## src/rtl/dp_cap_pkg.sv

```systemverilog
// Shared constants and types for the capability reader.
// Assumes: byte-wide AUX data; codes fixed by the link protocol.
package dp_cap_pkg;
    localparam logic [7:0] REV_1P0  = 8'h10;
    localparam logic [7:0] REV_1P1  = 8'h11;
    localparam logic [7:0] RATE_LO  = 8'h06;
    localparam logic [7:0] RATE_HI  = 8'h0A;
    localparam int         BYTE_W   = 8;
    localparam int         CNT_OUT_W = 5;

    typedef enum logic [1:0] {
        ST_IDLE,
        ST_REQ,
        ST_GAP,
        ST_CHECK
    } cap_state_t;
endpackage

```

## src/rtl/dp_cap_byte_sink.sv

```systemverilog
// Counts returned bytes of the current attempt and captures the first
// CAP_BYTES of them. Assumes armed is high only while a request is open;
// the count is cleared whenever it is low and saturates one past NBYTES.
module dp_cap_byte_sink #(
    parameter int NBYTES    = 12,
    parameter int CAP_BYTES = 3,
    parameter int CNT_W     = $clog2(NBYTES + 2)
) (
    input  logic                          clk,
    input  logic                          rst_n,
    input  logic                          armed,
    input  logic                          rvalid,
    input  logic [7:0]                    rdata,
    output logic [CNT_W-1:0]              count,
    output logic [CAP_BYTES-1:0][7:0]     cap
);
    localparam logic [CNT_W-1:0] SAT = CNT_W'(NBYTES + 1);

    // Per-attempt byte counter with saturation.
    always_ff @(posedge clk) begin
        if (!rst_n || !armed) begin
            count <= '0;
        end else if (rvalid && count != SAT) begin
            count <= count + 1'b1;
        end
    end

    genvar g;
    generate
        for (g = 0; g < CAP_BYTES; g++) begin : g_cap
            // Capture byte g of the burst.
            always_ff @(posedge clk) begin
                if (!rst_n) begin
                    cap[g] <= '0;
                end else if (armed && rvalid && count == CNT_W'(g)) begin
                    cap[g] <= rdata;
                end
            end
        end
    endgenerate

    assert_count_sat_R2: assert property (@(posedge clk) disable iff (!rst_n)
        count <= SAT);
    assert_count_clear_R2: assert property (@(posedge clk) disable iff (!rst_n)
        !armed |=> count == '0);
endmodule

```

## src/rtl/dp_cap_field_check.sv

```systemverilog
// Combinational validation of revision, link rate and lane byte.
// Assumes the three bytes are stable while the result is consumed.
module dp_cap_field_check
    import dp_cap_pkg::*;
(
    input  logic [7:0]           rev_b,
    input  logic [7:0]           rate_b,
    input  logic [7:0]           lane_b,
    output logic                 fields_ok,
    output logic [CNT_OUT_W-1:0] lanes,
    output logic                 efc
);
    logic rev_good, rate_good, lane_good;
    logic [7:0] lane_full;

    // Revision-dependent decode of the lane byte, then legality checks.
    always_comb begin
        rev_good  = (rev_b == REV_1P0) || (rev_b == REV_1P1);
        rate_good = (rate_b == RATE_LO) || (rate_b == RATE_HI);
        if (rev_b == REV_1P1) begin
            lane_full = {3'b000, lane_b[4:0]};
            efc       = lane_b[7];
        end else begin
            lane_full = lane_b;
            efc       = 1'b0;
        end
        lane_good = (lane_full == 8'd1) || (lane_full == 8'd2) || (lane_full == 8'd4);
        lanes     = lane_full[CNT_OUT_W-1:0];
        fields_ok = rev_good && rate_good && lane_good;
    end
endmodule

```

## src/rtl/dp_cap_seq.sv

```systemverilog
// Attempt sequencer: issues the read, retries on failure up to MAX_TRIES,
// then reports through done/ok/err. Assumes returned bytes precede aux_ack.
module dp_cap_seq
    import dp_cap_pkg::*;
#(
    parameter int NBYTES    = 12,
    parameter int MAX_TRIES = 5,
    parameter int CNT_W     = $clog2(NBYTES + 2),
    parameter int TRY_W     = $clog2(MAX_TRIES + 1)
) (
    input  logic             clk,
    input  logic             rst_n,
    input  logic             start,
    input  logic             aux_ack,
    input  logic             aux_fail,
    input  logic [CNT_W-1:0] rd_count,
    input  logic             fields_ok,
    output logic             aux_req,
    output logic             armed,
    output logic             load,
    output logic             done,
    output logic             ok,
    output logic             err
);
    cap_state_t       state;
    logic [TRY_W-1:0] tries;
    logic             read_good, last_try;

    // Attempt outcome decode.
    always_comb begin
        read_good = !aux_fail && (rd_count == CNT_W'(NBYTES));
        last_try  = (tries == TRY_W'(MAX_TRIES));
        aux_req   = (state == ST_REQ);
        armed     = (state == ST_REQ);
        load      = (state == ST_CHECK) && fields_ok;
    end

    // State, attempt count and result pulses.
    always_ff @(posedge clk) begin
        if (!rst_n) begin
            state <= ST_IDLE;
            tries <= '0;
            done  <= 1'b0;
            ok    <= 1'b0;
            err   <= 1'b0;
        end else begin
            done <= 1'b0;
            ok   <= 1'b0;
            err  <= 1'b0;
            unique case (state)
                ST_IDLE: if (start) begin
                    state <= ST_REQ;
                    tries <= TRY_W'(1);
                end
                ST_REQ: if (aux_ack) begin
                    if (read_good) begin
                        state <= ST_CHECK;
                    end else if (last_try) begin
                        state <= ST_IDLE;
                        done  <= 1'b1;
                        err   <= 1'b1;
                    end else begin
                        state <= ST_GAP;
                        tries <= tries + 1'b1;
                    end
                end
                ST_GAP: state <= ST_REQ;
                ST_CHECK: begin
                    state <= ST_IDLE;
                    done  <= 1'b1;
                    ok    <= fields_ok;
                    err   <= !fields_ok;
                end
                default: state <= ST_IDLE;
            endcase
        end
    end

    assert_start_req_R1: assert property (@(posedge clk) disable iff (!rst_n)
        (state == ST_IDLE && start) |=> aux_req);
    assert_req_hold_R1: assert property (@(posedge clk) disable iff (!rst_n)
        (aux_req && !aux_ack) |=> aux_req);
    assert_retry_gap_R2: assert property (@(posedge clk) disable iff (!rst_n)
        (aux_req && aux_ack && !read_good && !last_try) |=> !aux_req ##1 aux_req);
    assert_try_bound_R2: assert property (@(posedge clk) disable iff (!rst_n)
        tries <= TRY_W'(MAX_TRIES));
    assert_check_done_R3: assert property (@(posedge clk) disable iff (!rst_n)
        (aux_req && aux_ack && read_good) |=> !done ##1 done);
    assert_done_pulse_R11: assert property (@(posedge clk) disable iff (!rst_n)
        done |=> !done);
    assert_flag_excl_R11: assert property (@(posedge clk) disable iff (!rst_n)
        $countones({ok, err}) == (done ? 1 : 0));
endmodule

```

## src/rtl/dp_cap_reader.sv

```systemverilog
// Top: fetches the sink capability block over an AUX request/response
// handshake, validates it and holds the resulting link parameters.
// Assumes one transaction at a time and bytes strobed before aux_ack.
module dp_cap_reader
    import dp_cap_pkg::*;
#(
    parameter int NBYTES    = 12,
    parameter int MAX_TRIES = 5,
    parameter int ADDR_W    = 20,
    parameter int LEN_W     = $clog2(NBYTES + 1)
) (
    input  logic                 clk,
    input  logic                 rst_n,
    input  logic                 start,
    output logic                 aux_req,
    output logic [ADDR_W-1:0]    aux_addr,
    output logic [LEN_W-1:0]     aux_len,
    input  logic                 aux_rvalid,
    input  logic [7:0]           aux_rdata,
    input  logic                 aux_ack,
    input  logic                 aux_fail,
    output logic                 done,
    output logic                 ok,
    output logic                 err,
    output logic [7:0]           rev_o,
    output logic [7:0]           rate_o,
    output logic [CNT_OUT_W-1:0] lanes_o,
    output logic                 enh_frame_o
);
    localparam int CNT_W     = $clog2(NBYTES + 2);
    localparam int CAP_BYTES = 3;

    logic                      armed, load, fields_ok, efc;
    logic [CNT_W-1:0]          rd_count;
    logic [CAP_BYTES-1:0][7:0] cap;
    logic [CNT_OUT_W-1:0]      lanes;

    assign aux_addr = '0;
    assign aux_len  = LEN_W'(NBYTES);

    dp_cap_byte_sink #(.NBYTES(NBYTES), .CAP_BYTES(CAP_BYTES), .CNT_W(CNT_W)) u_sink (
        .clk(clk), .rst_n(rst_n), .armed(armed), .rvalid(aux_rvalid),
        .rdata(aux_rdata), .count(rd_count), .cap(cap)
    );

    dp_cap_field_check u_check (
        .rev_b(cap[0]), .rate_b(cap[1]), .lane_b(cap[2]),
        .fields_ok(fields_ok), .lanes(lanes), .efc(efc)
    );

    dp_cap_seq #(.NBYTES(NBYTES), .MAX_TRIES(MAX_TRIES), .CNT_W(CNT_W)) u_seq (
        .clk(clk), .rst_n(rst_n), .start(start), .aux_ack(aux_ack),
        .aux_fail(aux_fail), .rd_count(rd_count), .fields_ok(fields_ok),
        .aux_req(aux_req), .armed(armed), .load(load),
        .done(done), .ok(ok), .err(err)
    );

    // Registered link parameters, loaded only on a successful check.
    always_ff @(posedge clk) begin
        if (!rst_n) begin
            rev_o       <= '0;
            rate_o      <= '0;
            lanes_o     <= '0;
            enh_frame_o <= 1'b0;
        end else if (load) begin
            rev_o       <= cap[0];
            rate_o      <= cap[1];
            lanes_o     <= lanes;
            enh_frame_o <= efc;
        end
    end

    assert_hold_R9: assert property (@(posedge clk) disable iff (!rst_n)
        !ok |-> $stable({rev_o, rate_o, lanes_o, enh_frame_o}));
    assert_rev_legal_R4: assert property (@(posedge clk) disable iff (!rst_n)
        ok |-> (rev_o == REV_1P0 || rev_o == REV_1P1));
    assert_rate_legal_R5: assert property (@(posedge clk) disable iff (!rst_n)
        ok |-> (rate_o == RATE_LO || rate_o == RATE_HI));
    assert_lanes_legal_R8: assert property (@(posedge clk) disable iff (!rst_n)
        ok |-> (lanes_o == 5'd1 || lanes_o == 5'd2 || lanes_o == 5'd4));
    assert_old_rev_efc_R7: assert property (@(posedge clk) disable iff (!rst_n)
        (ok && rev_o == REV_1P0) |-> !enh_frame_o);
endmodule

```

## config.mk

```make
export PLATFORM = sky130hd
export DESIGN_NAME = dp_cap_reader
export DESIGN_NICKNAME = d
export VERILOG_FILES = /design/src/rtl/dp_cap_pkg.sv /design/src/rtl/dp_cap_byte_sink.sv /design/src/rtl/dp_cap_field_check.sv /design/src/rtl/dp_cap_seq.sv /design/src/rtl/dp_cap_reader.sv
export SDC_FILE = /design/constraint.sdc
export NUM_CORES = 1
export LEC_CHECK = 0
export CAP_MARGIN = 20
export CORE_MARGIN = 1
export CORE_UTILIZATION = 52
export CTS_BUF_LIST = sky130_fd_sc_hd__clkbuf_8
export CTS_CLUSTER_DIAMETER = 80
export CTS_CLUSTER_SIZE = 16
export DETAILED_ROUTE_END_ITERATION = 12
export PLACE_DENSITY = 0.83
export SKIP_CTS_REPAIR_TIMING = 1
export SLEW_MARGIN = 20
export SYNTH_ARGS = -nofsm -noshare
export SYNTH_HDL_FRONTEND = slang
export SYNTH_HIERARCHICAL = 1
export SYNTH_SLANG_ARGS = --single-unit
export TNS_END_PERCENT = 100
```

## constraint.sdc

```tcl
create_clock -name clk -period 2.7 [get_ports clk]
set_clock_uncertainty 0.05 [all_clocks]
set_input_delay 0.675 -clock clk [delete_from_list [all_inputs] [get_ports clk]]
set_output_delay 0.675 -clock clk [all_outputs]
set_load 0.02 [all_outputs]
```

==> metrics.md <==
| Metric | Value |
|---|---|
| 1st-iter DRT viols | `95` |
| Hold Crit Class | `flop to flop` |
| Critical Path Start | `u_seq/state[0]$_SDFFE_PN0P_` |
| Largest net degree at the start of global routing | `28` |
| Synth warn | `6` |
| Syn Area/Cell | `a little under 10 sq um` |
| Num CTS Buffers | `9` |
| Logic gate share of total power | `7.0%` |
| Final Hold Fails | `0` |
| Post-synth cell types | `42` |
| Failing checks | `design-rule violations` |
| CTS sink cnt | `58` |
| Asr flop ratio synth | `0%` |
| Root Buffer | `clkbuf_8` |
| Post-synth EDFFs | `0` |
| Fillers | `446` |
| First-pass GRT wire length | `8.34 mm` |
| Status | `complete, but fails checks` |
| RR Endpoint | `rev_o[0]$_SDFFE_PN0P_` |
| Utilization after layout | `a little under two thirds` |
| Area Growth Syn to Fin | `18.2%` |
| Max Transition Viols Final | `0` |
| Net Sw Power | `roughly 0.43 mW` |
| Placed insts | `373` |
| Internal power | `~1.5 mW` |
| Worst Path Arrival | `~1.7 ns` |
| Mapped Cells | `278` |
| Clock power share | `between 40% and 50%` |
| Wire length per cell | `between 10 and 15 microns` |
| Hold path start | `u_sink/cap[22]$_SDFFE_PN0P_` |
| Core area | `5070 sq um` |
| Leakage | `1.30 nW` |
| Drt first pass iters | `8` |
| Area leader, netlist | `dfxtp_1` |
| Startpoint types | `flop` |
| Critical Path Sink Type | `primary output` |
| Clock buffer depth | `2` |
| Max IR drop VDD | `approximately 440 uV` |
| Reg2reg path depth | `7` |
| Seq/Total Area, Yosys | `a little over two fifths` |
| Slowest CP cell | `clkdlybuf4s50_1` |
| Part of the power in registers | `between 40% and 50%` |
| Worst-skew pair later-pin latency | `0.33 ns` |
| Routed vias/inst | `4.96` |
| FF+latch area | `1160 sq um` |
| ANT cells | `0` |
| Critical-path maximum fanout | `8` |
| Post-Route WL | `4.96 mm` |
| DRC | `1` |
| Number of global-route vias before repair | `roughly 1900` |
| Final setup vio count | `0` |
| Final std cells w/o fill | `~390` |
| Worst endpoint required time | `between 1.5 and 2 ns` |
| CTS tree | `built` |
| # rows | `26` |
| Layout cells sized above 1 | `9.40%` |
| Post-synth top cells | `dfxtp_1 (58), mux2i_1 (47), nand2_1 (42), buf_4 (30), nor2b_1 (22)` |
| Gpl congestion | `0.770` |
| Slowest stage delay, CP | `0.64 ns` |
| DRT antenna net count | `0` |
| Crit share post-route | `88.4%` |
| Layout Nets | `334` |
| F_max | `between 0.4 and 0.5 GHz` |
| Total Routing Usage GR | `between 20% and 30%` |
| Die area | `5550 sq um` |
| Predominant post-synthesis flop cell | `dfxtp_1` |
| Seq cells post-synth | `slightly below 60` |
| CP Cell Sequence | `nor2b_4 -> clkdlybuf4s50_1` |
| Post-Syn Area | `~2700 sq um` |
| Dpl ws | `approximately 0.43 ns` |
| Hpwl dp | `between 3 and 4 mm` |
| Area contributors post-synth | `dfxtp_1 (42%), mux2i_1 (17%), buf_4 (8.2%), nand2_1 (5.8%), nor2b_1 (5.0%)` |
| Most frequent cell after synthesis | `dfxtp_1` |
| Io pins | `64` |
| Power density cells | `584 nW/um^2` |
| Die width | `between 70 and 80 microns` |
| Clk slew on worst S/H paths | `0.07 ns` |
| Die Ht | `roughly 75 microns` |
| Internal reg-to-reg setup slack | `0.40 ns` |
| H-tree level count | `3` |
| Grt total ovfl | `0` |
| Area of the multi-input gates | `between 1000 and 1500 sq um` |
| WHS | `0.427 ns` |
| Initial antenna violation count | `0` |
| Worst Max-Slew Pin Slew | `between 0.5 and 0.6 ns` |
| RR Startpoint | `u_sink/cap[7]$_SDFFE_PN0P_` |
| Slew headroom | `64.7%` |
| Final worst path period need | `2.39 ns` |
| Area share of the largest cell type after synthesis | `a little over two fifths` |
| Port Buf Inserts | `39` |
| TNS Setup | `0 ns` |
| CP endpoint | `aux_req` |
| MaxCap Viol Count | `0` |
| RSZ-0062 raised after global routing | `no` |
| WS Path Type | `flop to primary output` |
| Fin worst setup slack | `between 0.3 and 0.4 ns` |
| Initial Util | `53.9%` |
| Sw Share | `between 20% and 30%` |
| Vias post-DR | `approximately 1900` |
-- cells by family (layout without fill, tap and decap cells) --
family	count (synthesis)	in the layout	share of synthesized area, %
AOI/OAI and AO/OA	20	20	5.95
xor gates and xnor gates	2	2	0.641
adders and majority gates	6	6	2.74
buffers and inverters	45	64	11.9
DFF	58	58	42.5
muxes	47	47	17.2
other	2	24	0.275
and+or+nand+nor	98	98	18.8
-- worst min path at each step --
stage / cells after the start / end
after floorplan: 2 / u_sink/cap[22]$_SDFFE_PN0P_
after global placement: 2 / u_sink/cap[21]$_SDFFE_PN0P_
after detailed placement: 2 / u_sink/cap[22]$_SDFFE_PN0P_
after CTS: 2 / u_sink/cap[22]$_SDFFE_PN0P_
after global routing: 2 / u_sink/cap[22]$_SDFFE_PN0P_
final: 2 / u_sink/cap[22]$_SDFFE_PN0P_
-- layout by cell type, fill, tap and decap left out, types with 2 or more instances in the layout --
master / n
clkdlybuf4s50_1: 38
nor2b_1: 22
clkinv_2: 2
a21oi_1: 5
nand2_1: 42
bufinv_16: 2
nor2_1: 7
o21ai_0: 3
buf_4: 4
mux2i_1: 47
or3_1: 2
nor3_1: 3
clkbuf_8: 10
nand3_1: 6
inv_1: 6
conb_1: 24
nand2_2: 4
nor4_1: 3
dfxtp_1: 58
ha_1: 6
xor2_1: 2
-- sequential cells by signal, indices dropped and copies added (netlist names) --
| name | cells |
|---|---|
| enh_frame_o | 1 |
| lanes_o | 5 |
| rate_o | 8 |
| rev_o | 8 |
| u_seq/done | 1 |
| u_seq/err | 1 |
| u_seq/ok | 1 |
| u_seq/state | 2 |
| u_seq/tries | 3 |
| u_sink/cap | 24 |
| u_sink/count | 4 |
-- stage by stage --
stage / total power, mW / area (sq um)
floorplan: 1.02 / 2820
global placement: 1.03 / 3010
detailed placement: 1.03 / 3010
CTS: 1.90 / 3230
global route: 1.96 / 3230
finish: 1.89 / 3230
-- cell type report --
type | count | area share, %
flip-flops and latches | 58 | 35.9
clock inverters | 6 | 2.52
repair buffers | 43 | 12.8
inverters | 5 | 0.580
clock buffers | 10 | 4.26
multi-input cells | 197 | 41.2
well taps | 70 | 2.71
-- routing by layer --
metal  vias to the layer above  share of wire [%]  track usage [%]
met3                        10                4.8             7.86
met4                         0                1.5             9.01
met5                         -                  0                0
li1                        960                  -                -
met1                       904                 44             22.7
met2                        57                 49             33.8
-- power groups by stage --
stage	Clock, mW	Sequential, mW	Combinational (mW)
4_1_cts	0.892	0.880	0.131
3_3_place_gp	0	0.899	0.129
5_1_grt	0.934	0.881	0.146
3_5_place_dp	0	0.900	0.131
2_1_floorplan	0	0.895	0.122
6_report	0.877	0.881	0.132
-- critical path: cells and delay by family (launching register included) --
family | cells | cell delay, ns
buffers and inverters | 1 | 0.64
flip-flops | 1 | 0.40
AND/OR/NAND/NOR | 1 | 0.28
No activity file was read; power rests on OpenSTA's default activity.
